**src/rtl/i2c_eeprom_pkg.sv**
```systemverilog
package i2c_eeprom_pkg;
  typedef enum logic [2:0] {
    ST_IDLE,
    ST_DEV,
    ST_WORD,
    ST_WDAT,
    ST_RDAT,
    ST_WAIT
  } slv_state_e;
endpackage

```
**src/rtl/i2c_bus_sync.sv**
```systemverilog
module i2c_bus_sync #(
  parameter int SYNC_STAGES = 2
) (
  input  logic clk_i,
  input  logic rst_ni,
  input  logic scl_i,
  input  logic sda_i,
  output logic scl_o,
  output logic sda_o,
  output logic scl_rise_o,
  output logic scl_fall_o,
  output logic start_o,
  output logic stop_o
);
  logic [SYNC_STAGES-1:0] scl_ff, sda_ff;
  logic scl_q, sda_q;

  always_ff @(posedge clk_i or negedge rst_ni) begin
    if (!rst_ni) begin
      scl_ff <= '1;
      sda_ff <= '1;
      scl_q  <= 1'b1;
      sda_q  <= 1'b1;
    end else begin
      scl_ff <= {scl_ff[SYNC_STAGES-2:0], scl_i};
      sda_ff <= {sda_ff[SYNC_STAGES-2:0], sda_i};
      scl_q  <= scl_ff[SYNC_STAGES-1];
      sda_q  <= sda_ff[SYNC_STAGES-1];
    end
  end

  assign scl_o      = scl_ff[SYNC_STAGES-1];
  assign sda_o      = sda_ff[SYNC_STAGES-1];
  assign scl_rise_o = scl_o & ~scl_q;
  assign scl_fall_o = ~scl_o & scl_q;
  // data edge while clock stays high
  assign start_o    = scl_o & scl_q & sda_q & ~sda_o;
  assign stop_o     = scl_o & scl_q & ~sda_q & sda_o;
endmodule

```
**src/rtl/prog_timer.sv**
```systemverilog
module prog_timer #(
  parameter int PROG_CYCLES = 400,
  parameter int CNT_W       = $clog2(PROG_CYCLES + 1)
) (
  input  logic             clk_i,
  input  logic             rst_ni,
  input  logic             go_i,
  output logic [CNT_W-1:0] cnt_o,
  output logic             busy_o
);
  logic [CNT_W-1:0] cnt_q;

  always_ff @(posedge clk_i or negedge rst_ni) begin
    if (!rst_ni)                 cnt_q <= '0;
    else if (go_i && cnt_q == '0) cnt_q <= CNT_W'(PROG_CYCLES);
    else if (cnt_q != '0)        cnt_q <= cnt_q - 1'b1;
  end

  assign cnt_o  = cnt_q;
  assign busy_o = (cnt_q != '0);
endmodule

```
**src/rtl/eeprom_array.sv**
```systemverilog
module eeprom_array #(
  parameter int ADDR_W = 8,
  parameter int DATA_W = 8,
  parameter int PAGE_W = 4
) (
  input  logic              clk_i,
  input  logic              rst_ni,
  input  logic              clr_i,
  input  logic              wr_i,
  input  logic [ADDR_W-1:0] wr_addr_i,
  input  logic [DATA_W-1:0] wr_data_i,
  input  logic              commit_i,
  input  logic [ADDR_W-1:0] rd_addr_i,
  output logic [DATA_W-1:0] rd_data_o
);
  localparam int DEPTH = 1 << ADDR_W;
  localparam int SLOTS = 1 << PAGE_W;
  localparam int ROW_W = ADDR_W - PAGE_W;

  logic [DATA_W-1:0] mem_q     [DEPTH];
  logic [DATA_W-1:0] slot_data [SLOTS];
  logic [SLOTS-1:0]  slot_vld;
  logic [ROW_W-1:0]  row_q;

  for (genvar s = 0; s < SLOTS; s++) begin : g_slot
    logic [DATA_W-1:0] byte_q;
    logic              vld_q;
    always_ff @(posedge clk_i or negedge rst_ni) begin
      if (!rst_ni) begin
        byte_q <= '0;
        vld_q  <= 1'b0;
      end else if (clr_i || commit_i) begin
        vld_q <= 1'b0;
      end else if (wr_i && wr_addr_i[PAGE_W-1:0] == PAGE_W'(s)) begin
        byte_q <= wr_data_i;
        vld_q  <= 1'b1;
      end
    end
    assign slot_data[s] = byte_q;
    assign slot_vld[s]  = vld_q;
  end

  always_ff @(posedge clk_i or negedge rst_ni) begin
    if (!rst_ni)   row_q <= '0;
    else if (wr_i) row_q <= wr_addr_i[ADDR_W-1:PAGE_W];
  end

  // whole page lands in one clock
  always_ff @(posedge clk_i or negedge rst_ni) begin
    if (!rst_ni) begin
      for (int i = 0; i < DEPTH; i++) mem_q[i] <= '0;
    end else if (commit_i) begin
      for (int s = 0; s < SLOTS; s++)
        if (slot_vld[s]) mem_q[{row_q, PAGE_W'(s)}] <= slot_data[s];
    end
  end

  assign rd_data_o = mem_q[rd_addr_i];
endmodule

```
**src/rtl/i2c_slave_fsm.sv**
```systemverilog
module i2c_slave_fsm
  import i2c_eeprom_pkg::*;
#(
  parameter logic [3:0] DEV_ID = 4'b1010,
  parameter int ADDR_W = 8,
  parameter int DATA_W = 8,
  parameter int PAGE_W = 4
) (
  input  logic              clk_i,
  input  logic              rst_ni,
  input  logic              sda_i,
  input  logic              scl_rise_i,
  input  logic              scl_fall_i,
  input  logic              start_i,
  input  logic              stop_i,
  input  logic              wp_i,
  input  logic              hold_i,
  input  logic              busy_i,
  input  logic [DATA_W-1:0] rd_data_i,
  output logic [ADDR_W-1:0] rd_addr_o,
  output logic              clr_o,
  output logic              wr_o,
  output logic [ADDR_W-1:0] wr_addr_o,
  output logic [DATA_W-1:0] wr_data_o,
  output logic              commit_o,
  output logic              sda_oe_o,
  output slv_state_e        state_o
);
  localparam int CNT_W = $clog2(DATA_W + 1);
  localparam logic [CNT_W-1:0] FULL = CNT_W'(DATA_W);

  slv_state_e        state_q;
  logic [CNT_W-1:0]  bit_cnt_q;
  logic              ack_ph_q, oe_q, pend_q, rw_q, mack_q;
  logic [DATA_W-1:0] sh_q;
  logic [ADDR_W-1:0] ptr_q;

  always_ff @(posedge clk_i or negedge rst_ni) begin
    if (!rst_ni) begin
      state_q   <= ST_IDLE;
      bit_cnt_q <= '0;
      ack_ph_q  <= 1'b0;
      oe_q      <= 1'b0;
      pend_q    <= 1'b0;
      rw_q      <= 1'b0;
      mack_q    <= 1'b0;
      sh_q      <= '0;
      ptr_q     <= '0;
      clr_o     <= 1'b0;
      wr_o      <= 1'b0;
      wr_addr_o <= '0;
      wr_data_o <= '0;
    end else begin
      clr_o <= 1'b0;
      wr_o  <= 1'b0;
      if (hold_i) begin
        state_q   <= ST_IDLE;
        oe_q      <= 1'b0;
        pend_q    <= 1'b0;
        ack_ph_q  <= 1'b0;
        bit_cnt_q <= '0;
      end else if (start_i) begin
        state_q   <= ST_DEV;
        oe_q      <= 1'b0;
        pend_q    <= 1'b0;
        ack_ph_q  <= 1'b0;
        bit_cnt_q <= '0;
        clr_o     <= 1'b1;
      end else if (stop_i) begin
        state_q  <= ST_IDLE;
        oe_q     <= 1'b0;
        pend_q   <= 1'b0;
        ack_ph_q <= 1'b0;
      end else begin
        case (state_q)
          ST_DEV, ST_WORD, ST_WDAT: begin
            if (scl_rise_i && bit_cnt_q < FULL) begin
              sh_q      <= {sh_q[DATA_W-2:0], sda_i};
              bit_cnt_q <= bit_cnt_q + 1'b1;
            end else if (scl_fall_i && bit_cnt_q == FULL && !ack_ph_q) begin
              ack_ph_q <= 1'b1;
              if (state_q == ST_DEV) begin
                if (sh_q[DATA_W-1:DATA_W-4] == DEV_ID && !busy_i) begin
                  oe_q <= 1'b1;
                  rw_q <= sh_q[0];
                end else begin
                  state_q <= ST_WAIT;
                end
              end else if (state_q == ST_WORD) begin
                oe_q  <= 1'b1;
                ptr_q <= ADDR_W'(sh_q);
              end else if (wp_i) begin
                state_q <= ST_WAIT;
                pend_q  <= 1'b0;
              end else begin
                oe_q      <= 1'b1;
                wr_o      <= 1'b1;
                wr_addr_o <= ptr_q;
                wr_data_o <= sh_q;
                pend_q    <= 1'b1;
                ptr_q     <= {ptr_q[ADDR_W-1:PAGE_W], ptr_q[PAGE_W-1:0] + PAGE_W'(1)};
              end
            end else if (scl_fall_i && ack_ph_q) begin
              ack_ph_q  <= 1'b0;
              bit_cnt_q <= '0;
              oe_q      <= 1'b0;
              if (state_q == ST_DEV) begin
                if (rw_q) begin
                  state_q <= ST_RDAT;
                  sh_q    <= rd_data_i;
                  oe_q    <= ~rd_data_i[DATA_W-1];
                  ptr_q   <= ptr_q + 1'b1;
                end else begin
                  state_q <= ST_WORD;
                end
              end else if (state_q == ST_WORD) begin
                state_q <= ST_WDAT;
              end
            end
          end
          ST_RDAT: begin
            if (scl_rise_i) begin
              if (bit_cnt_q < FULL) bit_cnt_q <= bit_cnt_q + 1'b1;
              else if (ack_ph_q)    mack_q    <= ~sda_i;
            end else if (scl_fall_i) begin
              if (ack_ph_q) begin
                ack_ph_q <= 1'b0;
                if (mack_q) begin
                  sh_q      <= rd_data_i;
                  oe_q      <= ~rd_data_i[DATA_W-1];
                  ptr_q     <= ptr_q + 1'b1;
                  bit_cnt_q <= '0;
                end else begin
                  state_q <= ST_WAIT;
                  oe_q    <= 1'b0;
                end
              end else if (bit_cnt_q == FULL) begin
                oe_q     <= 1'b0;
                ack_ph_q <= 1'b1;
                mack_q   <= 1'b0;
              end else if (bit_cnt_q != '0) begin
                sh_q <= sh_q << 1;
                oe_q <= ~sh_q[DATA_W-2];
              end
            end
          end
          default: ;
        endcase
      end
    end
  end

  assign commit_o  = stop_i & pend_q & ~hold_i;
  assign rd_addr_o = ptr_q;
  assign sda_oe_o  = oe_q;
  assign state_o   = state_q;
endmodule

```
**src/rtl/i2c_eeprom_slave.sv**
```systemverilog
module i2c_eeprom_slave
  import i2c_eeprom_pkg::*;
#(
  parameter logic [3:0] DEV_ID      = 4'b1010,
  parameter int         ADDR_W      = 8,
  parameter int         PAGE_W      = 4,
  parameter int         PROG_CYCLES = 400
) (
  input  logic clk_i,
  input  logic rst_ni,
  input  logic scl_i,
  input  logic sda_i,
  input  logic wp_i,
  input  logic rst_act_i,
  output logic sda_oe_o,
  output logic busy_o
);
  localparam int DATA_W = 8;
  localparam int CNT_W  = $clog2(PROG_CYCLES + 1);

  logic              scl_s, sda_s, scl_rise, scl_fall, start_evt, stop_evt;
  logic              buf_clr, buf_wr, commit;
  logic [ADDR_W-1:0] wr_addr, rd_addr;
  logic [DATA_W-1:0] wr_data, rd_data;
  logic [CNT_W-1:0]  prog_cnt;
  slv_state_e        state;

  i2c_bus_sync #(.SYNC_STAGES(2)) u_sync (
    .clk_i     (clk_i),
    .rst_ni    (rst_ni),
    .scl_i     (scl_i),
    .sda_i     (sda_i),
    .scl_o     (scl_s),
    .sda_o     (sda_s),
    .scl_rise_o(scl_rise),
    .scl_fall_o(scl_fall),
    .start_o   (start_evt),
    .stop_o    (stop_evt)
  );

  i2c_slave_fsm #(
    .DEV_ID(DEV_ID), .ADDR_W(ADDR_W), .DATA_W(DATA_W), .PAGE_W(PAGE_W)
  ) u_fsm (
    .clk_i     (clk_i),
    .rst_ni    (rst_ni),
    .sda_i     (sda_s),
    .scl_rise_i(scl_rise),
    .scl_fall_i(scl_fall),
    .start_i   (start_evt),
    .stop_i    (stop_evt),
    .wp_i      (wp_i),
    .hold_i    (rst_act_i),
    .busy_i    (busy_o),
    .rd_data_i (rd_data),
    .rd_addr_o (rd_addr),
    .clr_o     (buf_clr),
    .wr_o      (buf_wr),
    .wr_addr_o (wr_addr),
    .wr_data_o (wr_data),
    .commit_o  (commit),
    .sda_oe_o  (sda_oe_o),
    .state_o   (state)
  );

  eeprom_array #(.ADDR_W(ADDR_W), .DATA_W(DATA_W), .PAGE_W(PAGE_W)) u_array (
    .clk_i    (clk_i),
    .rst_ni   (rst_ni),
    .clr_i    (buf_clr),
    .wr_i     (buf_wr),
    .wr_addr_i(wr_addr),
    .wr_data_i(wr_data),
    .commit_i (commit),
    .rd_addr_i(rd_addr),
    .rd_data_o(rd_data)
  );

  prog_timer #(.PROG_CYCLES(PROG_CYCLES), .CNT_W(CNT_W)) u_timer (
    .clk_i (clk_i),
    .rst_ni(rst_ni),
    .go_i  (commit),
    .cnt_o (prog_cnt),
    .busy_o(busy_o)
  );
endmodule

```
**config.mk**
```make
export PLATFORM = sky130hd
export DESIGN_NAME = i2c_eeprom_slave
export DESIGN_NICKNAME = d
export VERILOG_FILES = /design/src/rtl/i2c_eeprom_pkg.sv /design/src/rtl/i2c_bus_sync.sv /design/src/rtl/prog_timer.sv /design/src/rtl/eeprom_array.sv /design/src/rtl/i2c_slave_fsm.sv /design/src/rtl/i2c_eeprom_slave.sv
export SDC_FILE = /design/constraint.sdc
export NUM_CORES = 2
export LEC_CHECK = 0
export BUFFER_PORTS_ARGS = -buffer_cell sky130_fd_sc_hd__buf_4
export CORE_MARGIN = 3
export CORE_UTILIZATION = 58
export DETAILED_ROUTE_END_ITERATION = 8
export PLACE_DENSITY = 0.87
export REMOVE_ABC_BUFFERS = 1
export SKIP_LAST_GASP = 1
export SLEW_MARGIN = 20
export SYNTH_ARGS = -nofsm -noshare
export SYNTH_HDL_FRONTEND = slang
export SYNTH_SLANG_ARGS = --single-unit
```
**constraint.sdc**
```tcl
create_clock -name clk_i -period 3 [get_ports clk_i]
set_clock_uncertainty 0.2 [all_clocks]
set_input_delay 0.3 -clock clk_i [delete_from_list [all_inputs] [get_ports clk_i]]
set_output_delay 0.3 -clock clk_i [all_outputs]
set_load 0.03 [all_outputs]
```
==> run summary <==
detail-routed net length per standard cell: 43.2 um
hold_ws: 153 ps
Max-Cap Viols: 0
first-pass GRT wire length: 602000 um
pre-CTS setup slack: -1420 ps
Yosys reg bits: 2257
CP peak stage delay: 850 ps
core area: 174000 um^2
GP Congestion: 1.15
gr usage total: 48.3%
Initial DRC Count: 12600
Vias: 77100
I/O Buffers: 7
count leader, synth: dfrtp_1
Crit Path Class: reg -> reg
ys flop type: dfrtp_1
worst vdd ir: 0.671 mV
asr flop ratio synth: 100%
later-pin clock latency in the skew report: 970 ps
Layout Cells excl Fill: 10300
Worst slew margin: 10.1%
fin. max-slew vios: 0
dpl cells: 9746
fin crit period: 3570 ps
Cells after Synth: 6676
most frequent cells after synthesis: 2251 x dfrtp_1, 2205 x mux2_2, 437 x mux4_2, 263 x mux2i_1, 241 x nor2_1
number of hold violations in the final report: 0
number of global-route vias before repair: 75100
Final HPWL DP: 296000 um
CP Capture Type: register
Cell variety after synth: 80
Power Total: 81.4 mW
Routed Wire Length: 446000 um
CP max FO: 19
Worst Hold Class: in -> async
Clock Tree Root: clkbuf_16
Num Clock Sinks: 2257
Routed Antenna Nets: 0
Fmax: 280 MHz
GR Overflow Total: 0
io pins: 8
Yosys warning total: 0
TritonRoute pass-1 iters: 9
crit start category: register
H-tree levels: 4
starting density of the core: 58.6%
post-synth top area share: 55.1%
initial antenna violation count: 100
fin worst setup slack: -573 ps
Syn Area/Cell: 15.3 um^2
post-route clock period utilization: 119%
Worst EP required: 3560 ps
Mapped Area: 102000 um^2
EDFF count, synth: 0
die area: 181000 um^2
Worst Max-Slew Pin Slew: 1350 ps
final count of negative-setup-slack endpoints: 16
fillers: 10300
area occupied by multi-input gates: 44200 um^2
largest cells by area after synthesis: dfrtp_1 55%, mux2_2 24%, mux4_2 9.6%
DRC: 0
Power Dens Cells: 661 nW/um^2
unrepaired setup endpoints after global routing: true
slowest stage cell, crit path: nor3_1
nets: 7734
Die W: 426 um
Core Rows: 153
status: finished with violations
sequential element share of the synthesized area: 55.3%
Setup TNS Final: -4410 ps
largest net degree at the start of global routing: 145
failing checks: negative setup slack
critical path arrival: 4140 ps
CTS tree: done
area leader, netlist: dfrtp_1
Num CTS Buffers: 220
critical path cell sequence: buf_12 -> buf_4 -> mux2i_1 -> a221oi_2 -> nor3_1 -> a211oi_2 -> o31ai_1 -> a21oi_1 -> nand4_1 -> nand3_1
Die Y: 426 um
area grow syn2layout: 20.4%
clock slew at the register clock pins of the worst setup and hold paths: 70 ps
FF/Latch Area: 56500 um^2
static leakage: 59.8 nW
Vias/cell: 7.47
Max clock buf depth: 3
share of post-route cells with drive strength above 1: 56.5%
==> cells in the final DEF (no fill, tap or decap), types with 20 or more instances in the layout <==
| cell type | count |
|---|---|
| nor3_1 | 27 |
| a21oi_1 | 64 |
| clkbuf_8 | 58 |
| nand2_1 | 172 |
| buf_4 | 1018 |
| clkbuf_16 | 227 |
| a31oi_1 | 20 |
| mux2_2 | 2204 |
| diode_2 | 79 |
| clkinv_2 | 40 |
| buf_6 | 53 |
| nor2b_1 | 22 |
| bufinv_16 | 25 |
| clkbuf_1 | 36 |
| mux4_2 | 437 |
| mux2i_1 | 253 |
| nand3_1 | 49 |
| a221oi_1 | 32 |
| buf_12 | 125 |
| nor2_2 | 108 |
| nor2_1 | 189 |
| a22oi_1 | 62 |
| dfrtp_1 | 2239 |
| o21ai_0 | 45 |
==> logic make-up (layout without fill, tap and decap cells) <==
logic type	Yosys count	in the layout	synth area share, %
compound gates	395	395	2.76
xor+xnor	5	5	0.0429
fa+ha+maj	8	8	0.0980
buf+inv	417	1648	2.16
flops	2257	2257	55.3
mux	2905	2905	36.5
other cells	0	79	0
simple gates	689	689	3.15
==> path summary, 6_finish.rpt <==
path                               startpoint                  end  slack (ps)  cells after the start
setup / recovery           u_fsm.rd_addr_o[0]        u_fsm.sh_q[0]        -570                     10
hold / removal                         rst_ni   u_array.mem_q[320]         150                      3
setup reg to reg           u_fsm.rd_addr_o[0]        u_fsm.sh_q[0]        -570                     10
hold reg to reg              u_sync.scl_ff[0]     u_sync.scl_ff[1]         160                      0
max in group asynchronous              rst_ni  u_array.mem_q[1269]        1520                      4
min in group clk_i           u_sync.scl_ff[0]     u_sync.scl_ff[1]         160                      0
==> what timing repair did <==
item | in CTS | in global routing
pin swaps | 10 | 32
resized for setup | 53 | 184
endpoints found under the setup margin | 1844 | 780
cloned | 0 | 6
endpoints found under the hold margin | 2203 | 0
buffers inserted | 10 | 51
hold buffers | 10 | 0
==> sequential cells by signal, summed over array words and instances (netlist names), 2 cells and up <==
name and cells:
u_array.g_slot.byte_q 128, u_array.g_slot.vld_q 16, u_array.mem_q 2048, u_array.row_q 4, u_fsm.bit_cnt_q 4, u_fsm.rd_addr_o 8
u_fsm.sh_q 8, u_fsm.state_o 3, u_fsm.wr_addr_o 8, u_fsm.wr_data_o 8, u_sync.scl_ff 2, u_sync.sda_ff 2
u_timer.cnt_o 9
==> worst max-delay path: cells and delay by family (launching register included) <==
kind / cells / cell delay [ps]
flip-flops: 1 / 460
AO/OA/AOI/OAI: 4 / 690
multiplexers: 1 / 390
buffers and inverters: 2 / 500
AND/OR/NAND/NOR: 3 / 1170
==> layer usage <==
layer  global-route usage [%]  part of all wire (%)  wire, um  up-vias
met4                     34.8                   9.6     42900       70
li1                         -                     -         -    27100
met5                     1.18                  0.22       968        -
met2                     65.1                    40    180000     7912
met1                     58.4                    33    145000    39600
met3                     26.0                    17     76500     2339
==> layout make-up <==
class                           instances  area share [%]
Multi-Input combinational cell       4002            35.9
Antenna cell                           79           0.161
Sequential cell                      2257            45.9
Tap cell                             2325            2.36
Clock inverter                         94            1.18
Clock buffer                          315            5.25
Inverter                               18          0.0569
Timing Repair Buffer                 1221            9.12
==> per-stage QoR <==
step / util [%] / cell area (um^2)
2_1_floorplan: - / 100000
3_3_place_gp: 64.9 / 113000
3_5_place_dp: 64.9 / 113000
4_1_cts: 69.7 / 121000
5_1_grt: 70.5 / 123000
6_report: 70.6 / 123000
==> power by group <==
group          total [mW]  switching (mW)  leakage, nW  internal (mW)
sequential           30.9           0.274         31.5           30.6
clock                30.2            13.0         3.86           17.2
combinational        20.3            11.9         24.5           8.37
total                81.4            25.1         59.8           56.2
Power figures use the tool's default switching activity.
